[src/rtl/dma_hold_arb_pkg.sv]
package dma_hold_arb_pkg;
  localparam int unsigned IO_ADDR_W  = 16;
  localparam int unsigned WIN_BITS   = 5;  // 32-port register window
  localparam int unsigned ACK_STAGES = 3;  // first grant flop + 2 sync flops

  typedef struct packed {
    logic base;   // status idle, unlocked, request present
    logic wr_win; // processor writing DMA register window
  } grant_terms_t;
endpackage

[src/rtl/dma_win_decode.sv]
module dma_win_decode #(
  parameter int unsigned ADDR_W   = 16,
  parameter int unsigned WIN_BITS = 5
) (
  input  logic              io_cycle_i,
  input  logic [ADDR_W-1:0] io_addr_i,
  output logic              sel_o
);
  localparam int unsigned UPPER_W = ADDR_W - WIN_BITS;

  logic [UPPER_W-1:0] upper;
  assign upper = io_addr_i[ADDR_W-1:WIN_BITS];
  assign sel_o = io_cycle_i && (upper == '0);
endmodule

[src/rtl/dma_grant_term.sv]
module dma_grant_term
  import dma_hold_arb_pkg::*;
(
  input  logic         stat0_ni,
  input  logic         stat1_ni,
  input  logic         lock_ni,
  input  logic         hold_req_i,
  input  logic         win_sel_i,
  input  logic         io_wr_ni,
  output grant_terms_t terms_o,
  output logic         grant_o
);
  always_comb begin
    terms_o.base   = stat0_ni & stat1_ni & lock_ni & hold_req_i;
    terms_o.wr_win = ~(~win_sel_i | io_wr_ni);
    grant_o        = terms_o.base | terms_o.wr_win;
  end
endmodule

[src/rtl/dma_ack_chain.sv]
module dma_ack_chain #(
  parameter int unsigned STAGES = 3
) (
  input  logic clk_i,
  input  logic rst_ni,
  input  logic hold_req_i,
  input  logic grant_i,
  output logic ack_o
);
  localparam int unsigned LAST = STAGES - 1;

  logic [STAGES-1:0] stg_q;

  // request withdrawal clears every stage at once
  for (genvar k = 0; k < STAGES; k++) begin : g_stage
    logic d;
    if (k == 0) begin : g_first
      assign d = grant_i;
    end else begin : g_next
      assign d = stg_q[k-1];
    end

    always_ff @(posedge clk_i or negedge rst_ni) begin
      if (!rst_ni)          stg_q[k] <= 1'b0;
      else if (!hold_req_i) stg_q[k] <= 1'b0;
      else                  stg_q[k] <= d;
    end

    if (k > 0) begin : g_chk

      stage_order_chk: assert property (@(posedge clk_i) disable iff (!rst_ni)
        stg_q[k] |-> $past(stg_q[k-1]));
    end
  end

  assign ack_o = stg_q[LAST];


  first_capture_chk: assert property (@(posedge clk_i) disable iff (!rst_ni)
    (grant_i && hold_req_i) |=> stg_q[0]);


  req_drop_chk: assert property (@(posedge clk_i) disable iff (!rst_ni)
    !hold_req_i |=> (stg_q == '0));
endmodule

[src/rtl/dma_hold_arb.sv]
module dma_hold_arb
  import dma_hold_arb_pkg::*;
#(
  parameter int unsigned ADDR_W = IO_ADDR_W,
  parameter int unsigned WBITS  = WIN_BITS,
  parameter int unsigned STAGES = ACK_STAGES
) (
  input  logic              clk_i,
  input  logic              rst_ni,
  input  logic              stat0_ni,
  input  logic              stat1_ni,
  input  logic              lock_ni,
  input  logic              hold_req_i,
  input  logic              io_cycle_i,
  input  logic [ADDR_W-1:0] io_addr_i,
  input  logic              io_wr_ni,
  output logic              hold_ack_o
);
  logic         win_sel;
  logic         grant;
  grant_terms_t terms;

  dma_win_decode #(.ADDR_W(ADDR_W), .WIN_BITS(WBITS)) u_decode (
    .io_cycle_i(io_cycle_i),
    .io_addr_i (io_addr_i),
    .sel_o     (win_sel)
  );

  dma_grant_term u_term (
    .stat0_ni  (stat0_ni),
    .stat1_ni  (stat1_ni),
    .lock_ni   (lock_ni),
    .hold_req_i(hold_req_i),
    .win_sel_i (win_sel),
    .io_wr_ni  (io_wr_ni),
    .terms_o   (terms),
    .grant_o   (grant)
  );

  dma_ack_chain #(.STAGES(STAGES)) u_chain (
    .clk_i     (clk_i),
    .rst_ni    (rst_ni),
    .hold_req_i(hold_req_i),
    .grant_i   (grant),
    .ack_o     (hold_ack_o)
  );


  win_write_grant_chk: assert property (@(posedge clk_i) disable iff (!rst_ni)
    (io_cycle_i && io_addr_i[ADDR_W-1:WBITS] == '0 && !io_wr_ni) |-> grant);


  win_outside_chk: assert property (@(posedge clk_i) disable iff (!rst_ni)
    (!io_cycle_i || io_addr_i[ADDR_W-1:WBITS] != '0) |-> !terms.wr_win);


  ack_needs_req_chk: assert property (@(posedge clk_i) disable iff (!rst_ni)
    $rose(hold_ack_o) |-> $past(hold_req_i));


  reset_low_chk: assert property (@(posedge clk_i)
    !rst_ni |-> !hold_ack_o);
endmodule

[config.mk]
export PLATFORM = sky130hd
export DESIGN_NAME = dma_hold_arb
export DESIGN_NICKNAME = d
export VERILOG_FILES = /design/src/rtl/dma_hold_arb_pkg.sv /design/src/rtl/dma_win_decode.sv /design/src/rtl/dma_grant_term.sv /design/src/rtl/dma_ack_chain.sv /design/src/rtl/dma_hold_arb.sv
export SDC_FILE = /design/constraint.sdc
export NUM_CORES = 1
export LEC_CHECK = 0
export BUFFER_PORTS_ARGS = -buffer_cell sky130_fd_sc_hd__buf_2
export CAP_MARGIN = 20
export CORE_AREA = 2 2 39 41
export DETAILED_ROUTE_END_ITERATION = 8
export DIE_AREA = 0 0 41 43
export GPL_ROUTABILITY_DRIVEN = 0
export PLACE_DENSITY = 0.41
export SYNTH_ARGS = -nofsm -noshare
export SYNTH_HDL_FRONTEND = slang
export SYNTH_HIERARCHICAL = 1
export SYNTH_SLANG_ARGS = --single-unit
[constraint.sdc]
create_clock -name clk_i -period 0.8 [get_ports clk_i]
set_input_delay 0.08 -clock clk_i [delete_from_list [all_inputs] [get_ports clk_i]]
set_output_delay 0.08 -clock clk_i [all_outputs]
set_load 0.02 [all_outputs]
# [Yosys cells after proc, flatten, opt, wreduce, memory -nomap -nowiden]
# Cells that the tools add are included.
[word_totals] output_inout_bits=1 elab_cells=15 inputBits=24 reg_bits=3
[op_classes] muxes=3 bitwise=7 reduce_logical=2
[ops] cell="$logic_not 11->1" n=1
[ops] cell="$and 1x1->1" n=3
[ops] cell="$mux 1" n=3
[ops] cell="$not 1->1" n=2
[ops] cell="$or 1x1->1" n=2
[ops] cell="$logic_and 1x1->1" n=1

# [Longest topological paths before layout]
# Gate-level depths: netlist of run 1.
[logic_depth] depth_word=7 ltp_mapped=5 mapped_depth_nobuf=5

# [Cells and area by module]
# Netlist of run 1, hierarchy kept.
[by_module_without_submodules] mod="dma_ack_chain" area_each_um2=93.8 cells_each=6 seq_area_each_um2=75.1 n_inst=1
[by_module_without_submodules] mod="dma_win_decode" area_each_um2=27.5 cells_each=4 seq_area_each_um2=0.0 n_inst=1
[by_module_without_submodules] mod="dma_grant_term" area_each_um2=23.8 cells_each=3 seq_area_each_um2=0.0 n_inst=1

# [Least setup slack after synthesis of run 1]
# OpenSTA, ideal clock, no wires.
[synth_path] kind="input to register" from="input io_cycle_i" to="register u_chain.stg_q[0] (netlist: u_chain/g_stage[1].d)" path_buffers=0 stages=5 arrival_ns=0.772 setup_time_ns=0.119 t_required_ns=0.681 setup_slack_ns=-0.091 cell_sequence="nor4b_1 -> and3_1 -> nor2b_1 -> or2_1 -> and2_1"
[synth_lines] item="start, declared" line_no="dma_hold_arb.sv:14" rtl="input logic io_cycle_i,"
[synth_lines] item="end signal, assigned by index" line_no="dma_ack_chain.sv:24" rtl="if (!rst_ni) stg_q[k] <= 1'b0;"
[synth_lines] item="end signal, assigned by index" line_no="dma_ack_chain.sv:25" rtl="else if (!hold_req_i) stg_q[k] <= 1'b0;"
[synth_lines] item="end signal, assigned by index" line_no="dma_ack_chain.sv:26" rtl="else stg_q[k] <= d;"
[synth_lines] item="end, declared" line_no="dma_ack_chain.sv:12" rtl="logic [STAGES-1:0] stg_q;"

# [Worst setup path after layout of run 1]
[layout_path] from="register u_chain.stg_q[2] (netlist: u_chain/ack_o)" to="output hold_ack_o"
[layout_lines] item="end, declared" line_no="dma_hold_arb.sv:17" rtl="output logic hold_ack_o"
# No word-level cell between the ends.

==> reports/metrics.cfg, run 1 <==
[status]
status = finished, violations left
violations = setup timing

[worst_setup_path]
critPathKind = flop to output pin
cp-end-kind = output pin
crit_path_max_fanout = 1
slowest_delay_ps = 360
slowest_stage = dfrtp_1
path_cells = buf_6
cp.buffers_inverters = 1
crit_family = flip-flops
worstPathRequired_ps = 720
ff2ff_setup_slack_ps = 190
worst_ep_arrival_time_ps = 720
cp-start-kind = flop

[synth]
yosysSeqAreaShare_pct = 51.7
syn_nets = 37
synth_edf_count = 0
synthCells = 13
ys_seq_elements = 3
netlist_area_um2 = 145
synth_top_area_share_pct = 51.7
synth_warnings = 6
yosysTopAreaCell = dfrtp_1
synthFlopType = dfrtp_1
synth_common_cells = 3 x and2_1, 3 x dfrtp_1, 2 x nor4_1
ys_async_sr_fraction_pct = 100
synthTopCellsByArea = dfrtp_1 52%, and2_1 13%, nor4_1 8.6%
synth_cell_type_count = 8
avgSynthCellArea_um2 = 11.2

[grt]
antenna_found_initial = 0
met3_usage_pct = 3.14
grt.busiest_layer = met4
grt_first_pass_wirelength_um = 572
grt_max_degree = 4
grt.total_usage_pct = 5.51
grt-ovfl-total = 0
met2_usage_pct = 6.56
gr-usage-met1_pct = 5.11
grt_pass1_vias = 176

[clock_tree]
post-cts-setup-buffer-count = 0
clkTransAtPathRegs_ps = 40
clock_sinks = 3
numCtsBuffers = 3
cts-root-buf = clkbuf_4
clockBufferDepth = 2
htreeDepth = 1
clock_latency_ps = 230
cts_tree = done

[floorplanning]
core_um2 = 1380
std_cell_rows = 14
initial_core_util_pct = 10.5
io_pins = 25
die_h_um = 43
die-area_um2 = 1760
die_x_um = 41

[layout]
fillerInstances = 152
seq_area_um2 = 75.1
utilization_pct = 23.8
multiInputGateArea_um2 = 88.8
final_area_um2 = 329
antenna_cells = 0
syn2layout_area_growth_pct = 127
fin_cells = 54
drive_gt1_share_pct = 71.1
nets = 63

[sta]
holdWs_ps = 168
tightest_slew_ps = 190
skew_ps = 2.14
fmax_mhz = 1240
rsz0062_at_grt = true
finalHoldViolations = 0
slew_violations = 0
min_period_over_period_pct = 101
setup_violations = 1
fin_ws_ps = -4.34
min_period_ps = 804
slew_headroom_pct = 87.2
tns_ps = -4.34

[flow_run]
maxCapViolations = 0

[place]
placedCellCount = 49
numPortBuffers = 19
place_area_um2 = 268
preCtsSetupSlack_ps = -229

[route]
drc = 0
wl_per_cell_um = 8.06
first_pass_iters = 1
first_iter_violations = 0
num_vias = 202
final_antenna_net_count = 0
drt_wl_total_um = 435
via_per_inst = 3.74

[pwr]
ir_worst_vdd_mv = 0.269
power_density_nw_per_um2 = 1480
leakage_nw = 0.173
power_mw = 0.488

[worst_hold_path]
hp-class = primary input to async pin

==> area by class of cell <==
cell class	instances	share of cell area (%)
timing repair buffer	21	36.1
multi-input combinational	10	27.0
sequential	3	22.8
clock buffer	4	7.98
tap	16	6.08
==> worst paths after layout <==
kind,startpoint,cells after the start,endpoint
max,u_chain/ack_o,1,hold_ack_o
max reg2reg,u_chain/g_stage[1].d,1,u_chain/g_stage[2].d
min,rst_ni,2,u_chain/ack_o
max in group asynchronous,rst_ni,2,u_chain/g_stage[1].d
min reg2reg,u_chain/g_stage[2].d,1,u_chain/ack_o
min in group clk_i,hold_req_i,3,u_chain/ack_o
==> routing by layer <==
layer	part of all wire [%]	up-vias
met4	1.6	0
met1	35	84
li1	-	97
met3	20	2
met5	0	-
met2	43	19
==> where the power goes <==
| part | switching [mW] | internal (mW) | total (mW) |
|---|---|---|---|
| clock network | 0.0781 | 0.187 | 0.265 |
| logic | 0.0237 | 0.0453 | 0.0690 |
| registers | 0.000342 | 0.154 | 0.154 |
==> cell usage in the layout (no fill, tap or decap) <==
cell,netlist,routed
dfrtp_1,3,3
dlygate4sd3_1,0,1
and3_1,1,1
and4_4,1,1
nor4b_2,0,1
and2_1,3,3
buf_2,0,18
buf_6,0,1
clkbuf_4,0,3
nor2b_1,1,1
clkbuf_1,0,1
buf_4,0,1
nor4_2,0,2
or2_1,1,1
==> sequential cells by signal, indices dropped and copies added, names as in the netlist <==
register	flops
u_chain/g_stage.d	2
u_chain/ack_o	1
==> what timing repair did <==
| item | in CTS | in global routing |
|---|---|---|
| hold buffers | 1 | 0 |
| gates resized for setup | 2 | 3 |
| gates cloned | 0 | 0 |
| pin swaps | 0 | 0 |
| setup endpoints to repair | 1 | 2 |
| endpoints found under the hold margin | 3 | 0 |
==> logic make-up after synthesis <==
group | count (synthesis) | synth area share, %
flip-flops | 3 | 51.7
AND/OR/NAND/NOR | 10 | 48.3
Note: power is estimated with default switching activity, not from simulation.
==> inputs of run 2 (changes only) <==
--- a/config.mk
+++ b/config.mk
@@ -8,10 +8,12 @@
 export BUFFER_PORTS_ARGS = -buffer_cell sky130_fd_sc_hd__buf_2
 export CAP_MARGIN = 20
 export CORE_AREA = 2 2 39 41
+export CTS_BUF_LIST = sky130_fd_sc_hd__clkbuf_4 sky130_fd_sc_hd__clkbuf_8 sky130_fd_sc_hd__clkbuf_16
 export DETAILED_ROUTE_END_ITERATION = 8
 export DIE_AREA = 0 0 41 43
 export GPL_ROUTABILITY_DRIVEN = 0
 export PLACE_DENSITY = 0.41
+export SKIP_CTS_REPAIR_TIMING = 1
 export SYNTH_ARGS = -nofsm -noshare
 export SYNTH_HDL_FRONTEND = slang
 export SYNTH_HIERARCHICAL = 1
==> run 2 against run 1 <==
  * The run still ends with setup timing left
  * Sequential cell count unchanged
  * Hold slack about the same
  * Via count unchanged
  * Core utilization increased by 0.27 points
  * Global-route usage unchanged
  * Clock skew about the same
  * Clock power increased by 13%
  * Wire length unchanged
  * Cell count unchanged
  * Non-clock buffer count unchanged
  * Cell area increased by 1.1%
  * Register-to-register slack about the same
==> reports/metrics.cfg, run 2 (synthesis gave the netlist of run 1 again) <==
[route]
wl_per_cell_um = 8.06  ; unchanged
via_per_inst = 3.74  ; unchanged
first_pass_iters = 1  ; unchanged
first_iter_violations = 0  ; unchanged
drc = 0  ; unchanged
num_vias = 202  ; unchanged
drt_wl_total_um = 435  ; unchanged
final_antenna_net_count = 0  ; unchanged

[status]
status = finished, violations left
violations = setup timing

[layout]
final_common_cell = buf_2
antenna_cells = 0  ; unchanged
fin_cells = 54  ; unchanged
syn2layout_area_growth_pct = 129
drive_gt1_share_pct = 73.7  ; +2.6 points
utilization_pct = 24.1  ; +0.27 points
largest_register_ffs = 2  ; unchanged
nets = 63  ; unchanged
final_area_um2 = 333  ; +1.1%
layout_common_cells = 18 x buf_2, 4 x clkbuf_4, 3 x and2_1, 3 x dfrtp_1, 2 x nor4_2

[place]
numPortBuffers = 19  ; unchanged
placedCellCount = 49  ; unchanged
preCtsSetupSlack_ps = -229  ; unchanged
place_area_um2 = 268  ; unchanged

[floorplanning]
initial_core_util_pct = 10.5  ; unchanged
core_um2 = 1380  ; unchanged
die-area_um2 = 1760  ; unchanged
io_pins = 25  ; unchanged
die_x_um = 41  ; unchanged
die_h_um = 43  ; unchanged
std_cell_rows = 14  ; unchanged

[worst_setup_path]
cp.buffers_inverters = 1  ; unchanged
cp-end-kind = output pin
slowest_stage = dfrtp_1
worst_ep_arrival_time_ps = 720  ; about the same
critPathKind = flop to output pin
path_cells = buf_6
crit_path_max_fanout = 1  ; unchanged
worstPathRequired_ps = 720  ; about the same
cp-start-kind = flop
slowest_delay_ps = 360  ; about the same
crit_family = flip-flops

[worst_hold_path]
hp-class = primary input to async pin

[pwr]
sw_frac_of_total_pct = 19.6  ; -1.3 points
power_mw = 0.523  ; +7.0%
p_int_mw = 0.420  ; +8.7%
leakage_nw = 0.177  ; +2.0%
seqPwrFrac_pct = 29.5  ; -2.1 points
comb_power_share_pct = 13.2  ; -0.9 points
ir_worst_vdd_mv = 0.269  ; about the same
power_switching_mw = 0.103  ; +0.56%
power_density_nw_per_um2 = 1570  ; +5.8%
p_clk_share_pct = 57.3  ; +3.1 points

[sta]
finalHoldViolations = 0  ; unchanged
setup_violations = 1  ; unchanged
skew_ps = 1.82  ; -0.329 ps
tightest_slew_ps = 190  ; unchanged
fin_ws_ps = -4.36  ; -0.0285 ps
rsz0062_at_grt = true
slew_violations = 0  ; unchanged
slew_headroom_pct = 87.2  ; unchanged
fmax_mhz = 1240  ; about the same
min_period_over_period_pct = 101  ; about the same
min_period_ps = 804  ; +0.0285 ps

[grt]
grt_max_degree = 4  ; unchanged
grt.total_usage_pct = 5.51  ; unchanged
grt-ovfl-total = 0  ; unchanged
grt_first_pass_wirelength_um = 572  ; unchanged
grt_pass1_vias = 176  ; unchanged
antenna_found_initial = 0  ; unchanged

[clock_tree]
clkTransAtPathRegs_ps = 40  ; about the same
htreeDepth = 1  ; unchanged
clockBufferDepth = 2  ; unchanged
cts-root-buf = clkbuf_4
cts_tree = done
numCtsBuffers = 3  ; unchanged
clock_latency_ps = 230  ; about the same
clock_sinks = 3  ; unchanged

[flow_run]
maxCapViolations = 0  ; unchanged

## run 2: path summary, 6_finish.rpt
kind	slack (ps)	endpoint	depth (start not counted)	startpoint
max in group asynchronous	530	u_chain/g_stage[1].d	2	rst_ni
hold reg to reg	450	u_chain/ack_o	1	u_chain/g_stage[2].d
min in group clk_i	180	u_chain/ack_o	3	hold_req_i
setup reg to reg	190	u_chain/g_stage[2].d	1	u_chain/g_stage[1].d
hold / removal	170	u_chain/ack_o	2	rst_ni
setup / recovery	-4	hold_ack_o	1	u_chain/ack_o
## run 2: power by group through the flow
stage	Clock, mW	Sequential, mW	Combinational [mW]
floorplan	0	0.157	0.00699
global route	0.338	0.154	0.0765
global placement	0	0.156	0.0575
CTS	0.322	0.154	0.0581
detailed placement	0	0.156	0.0578
finish	0.299	0.154	0.0690
## run 2: layout make-up
| class | count | area (um^2) |
|---|---|---|
| Fill cell | 150 | 1050 |
| Timing Repair Buffer | 21 | 119 |
| Multi-Input combinational cell | 10 | 88.8 |
| Sequential cell | 3 | 75.1 |
| Clock buffer | 4 | 30.0 |
| Tap cell | 16 | 20.0 |
## run 2: stage by stage
step	hold WS (ps)	TNS [ps]
floorplan	-216	-74.6
global placement	-119	-241
detailed placement	-121	-229
CTS	-379	-24.9
global route	174	-70.9
finish	168	-4.36
## run 2: routing by layer
layer,track usage (%),part of all wire [%],routed length [um]
met1,5.11,35,154
met2,6.56,43,186
met3,3.14,20,87
met4,8.00,1.6,7
met5,0,0,0
==> inputs of run 3 (changes only) <==
==> constraint.sdc (replaced) <==
create_clock -name clk_i -period 0.9 [get_ports clk_i]
set_input_delay 0.09 -clock clk_i [delete_from_list [all_inputs] [get_ports clk_i]]
set_output_delay 0.09 -clock clk_i [all_outputs]
set_load 0.02 [all_outputs]
==> run 3 against run 2 <==
  * The flow now finishes without violations
  * Sequential power decreased by 11%
  * Sequential share of layout area up 1.3 points
  * Via count is 2.0% lower
  * Worst setup slack better by 86 ps
  * Critical path type unchanged
==> reports/metrics.cfg, run 3 (synthesis gave the netlist of run 1 again) <==
[sta]
min_period_over_period_pct = 90.9
setup_violations = 0  ; -1
slew_headroom_pct = 84.2  ; -3.0 points
tightest_slew_ps = 234  ; +43.4 ps
finalHoldViolations = 0  ; unchanged
tns_ps = 0  ; +4.36 ps
slew_violations = 0  ; unchanged
min_period_ps = 818
rsz0062_at_grt = false
fmax_mhz = 1220
skew_ps = 1.88  ; +0.0682 ps

[worst_setup_path]
slowest_stage = dfrtp_1
slowest_delay_ps = 350  ; about the same
crit_family = flip-flops
cp-start-kind = flop
crit_path_max_fanout = 1  ; unchanged
critPathKind = flop to output pin
cp-end-kind = output pin
worst_ep_arrival_time_ps = 730  ; about the same
cp.buffers_inverters = 1  ; unchanged
path_cells = buf_2
worstPathRequired_ps = 810  ; +90 ps

[route]
drt_wl_total_um = 401  ; -7.8%
num_vias = 198  ; -2.0%
first_iter_violations = 0  ; unchanged
via_per_inst = 3.67  ; -2.0%
wl_per_cell_um = 7.43  ; -7.8%
drc = 0  ; unchanged
final_antenna_net_count = 0  ; unchanged
first_pass_iters = 1  ; unchanged

[floorplanning]
die_x_um = 41  ; unchanged
core_um2 = 1380  ; unchanged
die-area_um2 = 1760  ; unchanged
initial_core_util_pct = 10.5  ; unchanged
std_cell_rows = 14  ; unchanged
die_h_um = 43  ; unchanged
io_pins = 25  ; unchanged

[layout]
nets = 63  ; unchanged
syn2layout_area_growth_pct = 116
fillerInstances = 149  ; -0.67%
antenna_cells = 0  ; unchanged
largest_register_ffs = 2  ; unchanged
drive_gt1_share_pct = 68.4  ; -5.3 points
layout_common_cells = 19 x buf_2, 4 x clkbuf_4, 3 x and2_1, 3 x dfrtp_1
utilization_pct = 22.7  ; -1.4 points
final_common_cell = buf_2

[clock_tree]
clock_sinks = 3  ; unchanged
htreeDepth = 1  ; unchanged
cts-root-buf = clkbuf_4
numCtsBuffers = 3  ; unchanged
clkTransAtPathRegs_ps = 40  ; about the same
clockBufferDepth = 2  ; unchanged
cts_tree = done
clock_latency_ps = 230  ; about the same

[grt]
antenna_found_initial = 0  ; unchanged
grt_first_pass_wirelength_um = 586  ; +2.4%
grt.total_usage_pct = 5.61  ; +0.10 points
grt_max_degree = 4  ; unchanged
grt_pass1_vias = 189  ; +7.4%
grt-ovfl-total = 0  ; unchanged

[status]
status = finished, final reports clean

[place]
dp_hpwl_um = 316
numPortBuffers = 19  ; unchanged

[pwr]
power_density_nw_per_um2 = 1460  ; -6.9%
ir_worst_vdd_mv = 0.257  ; -4.4%
leakage_nw = 0.174  ; -1.4%

[worst_hold_path]
hp-class = primary input to async pin

[flow_run]
maxCapViolations = 0  ; unchanged

[run 3: layout make-up]
cell class / instances / area, um^2 / area share [%]
tap: 16 / 20.0 / 6.37
timing repair buffer: 21 / 113 / 35.9
multi-input combinational: 10 / 76.3 / 24.3
sequential: 3 / 75.1 / 23.9
clock buffer: 4 / 30.0 / 9.56
[run 3: path summary, 6_finish.rpt]
check | from | endpoint | slack [ps] | depth (start not counted)
setup / recovery | u_chain/ack_o | hold_ack_o | 80 | 1
hold / removal | rst_ni | u_chain/g_stage[2].d | 180 | 2
setup reg to reg | u_chain/g_stage[1].d | u_chain/g_stage[2].d | 290 | 1
hold reg to reg | u_chain/g_stage[2].d | u_chain/ack_o | 450 | 1
max in group asynchronous | rst_ni | u_chain/g_stage[1].d | 610 | 2
min in group clk_i | hold_req_i | u_chain/ack_o | 190 | 3
[run 3: routing by layer]
| metal | track usage, % | wire length (um) | up-vias | part of all wire, % |
|---|---|---|---|---|
| met4 | 8.00 | 7 | 0 | 1.7 |
| met2 | 7.19 | 160 | 19 | 40 |
| met3 | 3.14 | 83 | 2 | 21 |
| met1 | 4.79 | 149 | 80 | 37 |
| li1 | - | - | 97 | - |
| met5 | 0 | 0 | - | 0 |
[run 3: through the flow]
| step | instances | power, mW | hold WS (ps) | area [um^2] | setup WS, ps |
|---|---|---|---|---|---|
| floorplan | 13 | 0.146 | -206 | 145 | 15.4 |
| finish | 54 | 0.459 | 178 | 314 | 81.8 |
| detailed placement | 49 | 0.190 | -110 | 268 | -139 |
| global placement | 49 | 0.190 | -109 | 268 | -149 |
| CTS | 53 | 0.475 | -368 | 298 | 65.1 |
| global route | 54 | 0.501 | 185 | 314 | 11.5 |
[run 3: power by group]
part	leakage (nW)	internal (mW)	switching (mW)
Sequential	0.0417	0.137	0.000239
Combinational	0.114	0.0384	0.0177
Clock	0.0184	0.196	0.0698
